`config.mk`:
```
export PLATFORM = sky130hd
export DESIGN_NAME = spi_varclk_gen
export DESIGN_NICKNAME = d
export VERILOG_FILES = /design/src/rtl/varclk_pkg.sv /design/src/rtl/varclk_ctrl.sv /design/src/rtl/varclk_dp.sv /design/src/rtl/spi_varclk_gen.sv
export SDC_FILE = /design/constraint.sdc
export NUM_CORES = 1
export LEC_CHECK = 0
export BUFFER_PORTS_ARGS = -buffer_cell sky130_fd_sc_hd__buf_4
export CAP_MARGIN = 25
export CORE_ASPECT_RATIO = 0.9
export CORE_MARGIN = 10
export CORE_UTILIZATION = 45
export CTS_BUF_LIST = sky130_fd_sc_hd__clkbuf_4
export DETAILED_ROUTE_END_ITERATION = 8
export PLACE_DENSITY = 0.9
export REMOVE_ABC_BUFFERS = 1
export SLEW_MARGIN = 10
export SYNTH_ARGS = -nofsm -noshare
export SYNTH_HDL_FRONTEND = slang
export SYNTH_HIERARCHICAL = 1
export SYNTH_SLANG_ARGS = --single-unit
```
`constraint.sdc`:
```
create_clock -name clk -period 3.8 [get_ports clk]
set_input_delay 0 -clock clk [delete_from_list [all_inputs] [get_ports clk]]
set_output_delay 0 -clock clk [all_outputs]
set_load 0.005 [all_outputs]
```
`src/rtl/varclk_pkg.sv`:
```
`timescale 1ns/1ps
package varclk_pkg;
  // Strobes from the sequencer to the timing datapath
  typedef struct packed {
    logic busy;  // a word is in progress
    logic load;  // begin a word this cycle
    logic step;  // current half-period ends this cycle
  } clk_ctl_t;
endpackage

```
`src/rtl/varclk_ctrl.sv`:
```
`timescale 1ns/1ps
module varclk_ctrl
  import varclk_pkg::*;
#(
  parameter int PAT_W = 32,
  parameter int IDX_W = $clog2(PAT_W)
) (
  input  logic             clk,
  input  logic             rstN,
  input  logic             startP,
  input  logic             halfEnd,
  output clk_ctl_t         ctl,
  output logic [IDX_W-1:0] patIdx,
  output logic             busy,
  output logic             doneP
);
  localparam logic [IDX_W-1:0] TOP_IDX = IDX_W'(PAT_W - 1);

  logic             busyQ;
  logic [IDX_W-1:0] idxQ;
  logic             doneQ;
  logic             loadNow;
  logic             stepNow;
  logic             lastStep;

  always_comb begin
    loadNow  = !busyQ && startP;
    stepNow  = busyQ && halfEnd;
    lastStep = stepNow && (idxQ == '0);
  end

  always_ff @(posedge clk) begin
    if (!rstN) begin
      busyQ <= 1'b0;
      idxQ  <= '0;
      doneQ <= 1'b0;
    end else begin
      doneQ <= lastStep;
      if (loadNow) begin
        busyQ <= 1'b1;
        idxQ  <= TOP_IDX;
      end else if (stepNow) begin
        idxQ <= idxQ - 1'b1;
        if (lastStep) busyQ <= 1'b0;
      end
    end
  end

  always_comb begin
    ctl.busy = busyQ;
    ctl.load = loadNow;
    ctl.step = stepNow;
    patIdx   = idxQ;
    busy     = busyQ;
    doneP    = doneQ;
  end


  done_drop_chk: assert property (@(posedge clk) disable iff (!rstN)
    doneQ |-> (!busyQ && $past(busyQ)));


  start_ignored_chk: assert property (@(posedge clk) disable iff (!rstN)
    (busyQ && startP && !halfEnd) |=> (idxQ == $past(idxQ)));


  start_load_chk: assert property (@(posedge clk) disable iff (!rstN)
    (!busyQ && startP) |=> (busyQ && idxQ == TOP_IDX));
endmodule

```
`src/rtl/varclk_dp.sv`:
```
`timescale 1ns/1ps
module varclk_dp
  import varclk_pkg::*;
#(
  parameter int DIV_W = 16,
  parameter int PAT_W = 32,
  parameter int IDX_W = $clog2(PAT_W)
) (
  input  logic             clk,
  input  logic             rstN,
  input  clk_ctl_t         ctl,
  input  logic [IDX_W-1:0] patIdx,
  input  logic             cpol,
  input  logic             varEn,
  input  logic             bypassEn,
  input  logic             reorderEn,
  input  logic [DIV_W-1:0] divA,
  input  logic [DIV_W-1:0] divB,
  input  logic [PAT_W-1:0] pattern,
  output logic             halfEnd,
  output logic             sclk,
  output logic             riseStb,
  output logic             fallStb
);
  logic [DIV_W-1:0] cnt;
  logic [DIV_W-1:0] curDiv;
  logic             phase;
  logic             riseQ;
  logic             fallQ;
  logic             bypassOn;

  // Divider chosen for the present half-period
  always_comb begin
    bypassOn = bypassEn && !varEn && !reorderEn;
    if (bypassOn)                     curDiv = '0;
    else if (varEn && pattern[patIdx]) curDiv = divB;
    else                              curDiv = divA;
    halfEnd = ctl.busy && (cnt == curDiv);
    sclk    = phase ^ cpol;
  end

  always_ff @(posedge clk) begin
    if (!rstN) begin
      cnt   <= '0;
      phase <= 1'b0;
      riseQ <= 1'b0;
      fallQ <= 1'b0;
    end else begin
      riseQ <= ctl.step && !sclk;
      fallQ <= ctl.step && sclk;
      if (ctl.load) begin
        cnt   <= '0;
        phase <= 1'b0;
      end else if (ctl.step) begin
        cnt   <= '0;
        phase <= ~phase;
      end else if (ctl.busy) begin
        cnt <= cnt + 1'b1;
      end
    end
  end

  always_comb begin
    riseStb = riseQ;
    fallStb = fallQ;
  end


  strobe_excl_chk: assert property (@(posedge clk) disable iff (!rstN)
    $onehot0({riseQ, fallQ}));


  rise_level_chk: assert property (@(posedge clk) disable iff (!rstN)
    riseQ |-> sclk);


  idle_level_chk: assert property (@(posedge clk) disable iff (!rstN)
    !ctl.busy |-> (sclk == cpol));


  cnt_bound_chk: assert property (@(posedge clk) disable iff (!rstN)
    ctl.busy |-> (cnt <= curDiv));
endmodule

```
`src/rtl/spi_varclk_gen.sv`:
```
`timescale 1ns/1ps
module spi_varclk_gen
  import varclk_pkg::*;
#(
  parameter int DIV_W = 16,
  parameter int PAT_W = 32
) (
  input  logic             clk,
  input  logic             rstN,
  input  logic             startP,
  input  logic             cpol,
  input  logic             varEn,
  input  logic             bypassEn,
  input  logic             reorderEn,
  input  logic [DIV_W-1:0] divA,
  input  logic [DIV_W-1:0] divB,
  input  logic [PAT_W-1:0] pattern,
  output logic             sclk,
  output logic             riseStb,
  output logic             fallStb,
  output logic             busy,
  output logic             doneP
);
  localparam int IDX_W = $clog2(PAT_W);

  clk_ctl_t         ctl;
  logic [IDX_W-1:0] patIdx;
  logic             halfEnd;

  varclk_ctrl #(.PAT_W(PAT_W), .IDX_W(IDX_W)) uCtrl (
    .clk     (clk),
    .rstN    (rstN),
    .startP  (startP),
    .halfEnd (halfEnd),
    .ctl     (ctl),
    .patIdx  (patIdx),
    .busy    (busy),
    .doneP   (doneP)
  );

  varclk_dp #(.DIV_W(DIV_W), .PAT_W(PAT_W), .IDX_W(IDX_W)) uDp (
    .clk       (clk),
    .rstN      (rstN),
    .ctl       (ctl),
    .patIdx    (patIdx),
    .cpol      (cpol),
    .varEn     (varEn),
    .bypassEn  (bypassEn),
    .reorderEn (reorderEn),
    .divA      (divA),
    .divB      (divB),
    .pattern   (pattern),
    .halfEnd   (halfEnd),
    .sclk      (sclk),
    .riseStb   (riseStb),
    .fallStb   (fallStb)
  );
endmodule

```
==> impl_metrics.env <==
export IMPL_slowest_delay_ps=590
export IMPL_htree_levels=1
export IMPL_grt_pass1_wl_um=8521
export IMPL_routed_wl_um=5636
export IMPL_insertedDiodeCount=0
export IMPL_maxCapViolCount=0
export IMPL_cellPowerDensity_nw_per_um2=240.7
export IMPL_drt_pass1_iterations=4
export IMPL_grt_max_degree=17
export IMPL_yosys_warnings=6
export IMPL_grt_pass1_vias=1848
export IMPL_synth_top_flop_cell="dfxtp_1"
export IMPL_clockRootBuffer="clkbuf_4"
export IMPL_setup_viol=0
export IMPL_path_class="register to register"
export IMPL_grt_ovfl_total=0
export IMPL_cts_made_buffers=3
export IMPL_wl_met3_um=477
export IMPL_fin_crit_ps=3562
export IMPL_required_ps=4040
export IMPL_yosysSeqAreaShare_pct=27.57
export IMPL_drc=0
export IMPL_io_pins=76
export IMPL_dr_wl_met2_um=2941
export IMPL_timing_slew_headroom_pct=64.35
export IMPL_min_delay_start="rstN"
export IMPL_m1WireLength_um=2173
export IMPL_hold_viol=0
export IMPL_die_area_um2=7190
export IMPL_path_max_fanout=11
export IMPL_critPathMostFrequentCell="o31a_1"
export IMPL_cp_num_buf_inv=1
export IMPL_crit_family="compound AO/OA/AOI/OAI gates"
export IMPL_track_usage_pct=14.88
export IMPL_critical_path_startpoint="uCtrl/patIdx[0]"
export IMPL_rr_startpoint="uCtrl/patIdx[0]"
export IMPL_drtAntennaViolNets=0
export IMPL_fp_dieH_um=81.45
export IMPL_rows=22
export IMPL_ys_ff_latch=26
export IMPL_top_layer="met4"
export IMPL_power_mw=0.6170
export IMPL_cellLeakagePower_nw=1.143
export IMPL_wl_per_cell_um=16.77
export IMPL_clk_latency_ps=330
export IMPL_slew_viol_final=0
export IMPL_area_growth_pct=35.79
export IMPL_place_hpwl_um=4590
export IMPL_final_nets=362
export IMPL_drt_iter0_markers=193
export IMPL_grt_setup_unrepaired="no"
export IMPL_start_util_pct=46.35
export IMPL_worstSetupEndpointType="register"
export IMPL_syn_area_um2=1888
export IMPL_outcome="complete, no violations"
export IMPL_gp_congestion=0.9102
export IMPL_core_um2=4074
export IMPL_finalSetupTns_ps=0
export IMPL_io_buffers=75
export IMPL_tightest_slew_ps=533.6
export IMPL_synth_edf_count=0
export IMPL_slowest_stage="mux4_1"
export IMPL_viasPerCell=5.625
export IMPL_dpl_cell_area_um2=2461
export IMPL_clockBufferDepth=2
export IMPL_timing_final_crit_share_pct=93.73
export IMPL_via_count=1890
export IMPL_syn_area_per_cell_um2=8.906
export IMPL_grt_antenna_before_repair=0
export IMPL_cts_tree="built"
export IMPL_critPathLaunchType="register"
export IMPL_path_cells="mux4_1 > mux2i_1 > o221ai_2 > nand2_4 > buf_4 > mux2_2 > or2_1 > a21oi_1 > o22a_1 > o211a_1 > nand3b_2 > o31a_1 > o31a_1"
export IMPL_peakVddDrop_mv=0.1906
export IMPL_synthCells=212
export IMPL_crit_arrival_ps=3800
export IMPL_drive_gt1_share_pct=34.38
export IMPL_fin_area_um2=2564
export IMPL_fmax_mhz=280.8
export IMPL_clock_sinks=26
export IMPL_hold_class="primary input to register"
export IMPL_yosysUniqueCellTypes=43
export IMPL_path_clk_slew_ps=140
export IMPL_die_x_um=88.28
export IMPL_synthArstFlopShare_pct=0
export IMPL_finalClockSkew_ps=1.071
## cell type report
cell class / instances / area, um^2
Clock inverter: 1 / 3.754
Timing Repair Buffer: 86 / 655.6
Inverter: 5 / 18.77
Tap cell: 48 / 60.06
Multi-Input combinational cell: 167 / 1277
Fill cell: 334 / 1510
Clock buffer: 3 / 22.52
Sequential cell: 26 / 525.5
## power by group
| group | switching (mW) | total [mW] | internal [mW] |
|---|---|---|---|
| clock | 0.0867 | 0.125 | 0.0387 |
| sequential | 0.0161 | 0.295 | 0.279 |
| combinational | 0.0746 | 0.197 | 0.122 |
## final timing paths
kind	endpoint	slack (ps)	depth (start not counted)
max	uCtrl/patIdx[3]	240	13
min	uCtrl/patIdx[0]	490	3
max reg2reg	uCtrl/patIdx[3]	240	13
min reg2reg	uDp/cnt[5]	530	2
## logic make-up (layout without fill, tap and decap cells)
kind of cell,after synthesis,in the layout,synth area share (%)
simple gates,73,73,20.41
compound gates,45,45,16.37
mux,30,30,21.21
flops,26,26,27.57
buf+inv,19,95,5.235
xor+xnor,17,17,7.886
fa+ha+maj,2,2,1.325
## worst min-delay path, stage by stage
cell	delay (ps)
dlygate4sd3_1	530
buf_4	160
o21a_1	120
## synthesized netlist by cell type (2+ instances only)
cell / instances / area [um^2]
or3_1: 4 / 25.02
nor3b_1: 2 / 15.01
dfxtp_1: 26 / 520.5
ha_1: 2 / 25.02
and3_1: 5 / 31.28
buf_4: 3 / 22.52
xor2_1: 11 / 96.34
nand4_1: 5 / 31.28
nand3_1: 11 / 55.05
xnor2_1: 6 / 52.55
nor2_1: 20 / 75.07
buf_6: 2 / 22.52
nor2b_1: 3 / 18.77
a21oi_1: 8 / 40.04
o221ai_1: 2 / 17.52
nor4_1: 2 / 12.51
mux2_2: 5 / 56.30
nand2_1: 9 / 33.78
o22a_1: 2 / 17.52
clkbuf_1: 8 / 30.03
mux2i_1: 19 / 190.2
o22ai_1: 4 / 25.02
o31a_1: 3 / 26.28
inv_1: 5 / 18.77
mux4_1: 5 / 131.4
nand2b_1: 2 / 12.51
o21ai_0: 16 / 80.08
and2_1: 2 / 12.51
o21a_1: 4 / 30.03
or2_1: 3 / 18.77
## through the flow
stage	util (%)	hold WS (ps)	setup WS, ps	std cells
floorplan	-	69.73	147.4	198
global placement	60.41	254.0	28.59	325
detailed placement	60.41	263.2	-56.54	325
CTS	62.07	488.9	36.44	333
global route	62.93	504.6	6.192	336
finish	62.93	487.1	238.2	336
## routing by layer
metal | up-vias | GRT usage, %
li1 | 934 | -
met1 | 880 | 16.69
met2 | 72 | 27.45
met3 | 4 | 4.055
met4 | 0 | 3.387
met5 | - | 0
## cells in the final DEF, fill, tap and decap left out, types with 2 or more instances in the layout
cell type	count
mux2i_1	19
o21ai_0	16
buf_4	82
nand4_1	5
ha_1	2
or2_1	3
dfxtp_1	24
a21oi_1	8
nor4_1	2
o22ai_1	4
nor2_1	20
o22a_1	2
o31a_1	3
nor2b_1	3
inv_1	5
dlygate4sd3_1	4
mux4_1	5
or3_1	4
and2_1	2
xnor2_1	6
nor3b_1	2
o21a_1	4
nand2_1	9
nand2b_1	2
xor2_1	11
clkbuf_4	3
mux2_2	5
and3_1	5
nand3_1	11
## state kept, by name (all words and copies together) (netlist names)
| name | count |
|---|---|
| uCtrl/doneP | 1 |
| uDp/cnt | 16 |
| uCtrl/patIdx | 5 |
| uDp/fallStb | 1 |
| uDp/riseStb | 1 |
| uDp/phase | 1 |
| uCtrl/busy | 1 |
## repair_timing
action	4_1_cts	5_1_grt
resized for setup	1	4
hold endpoints to repair	10	0
hold buffers	4	0
setup buffers	0	3
pin swaps	0	1
endpoints found under the setup margin	17	26
Note: power is estimated with default switching activity, not from simulation.
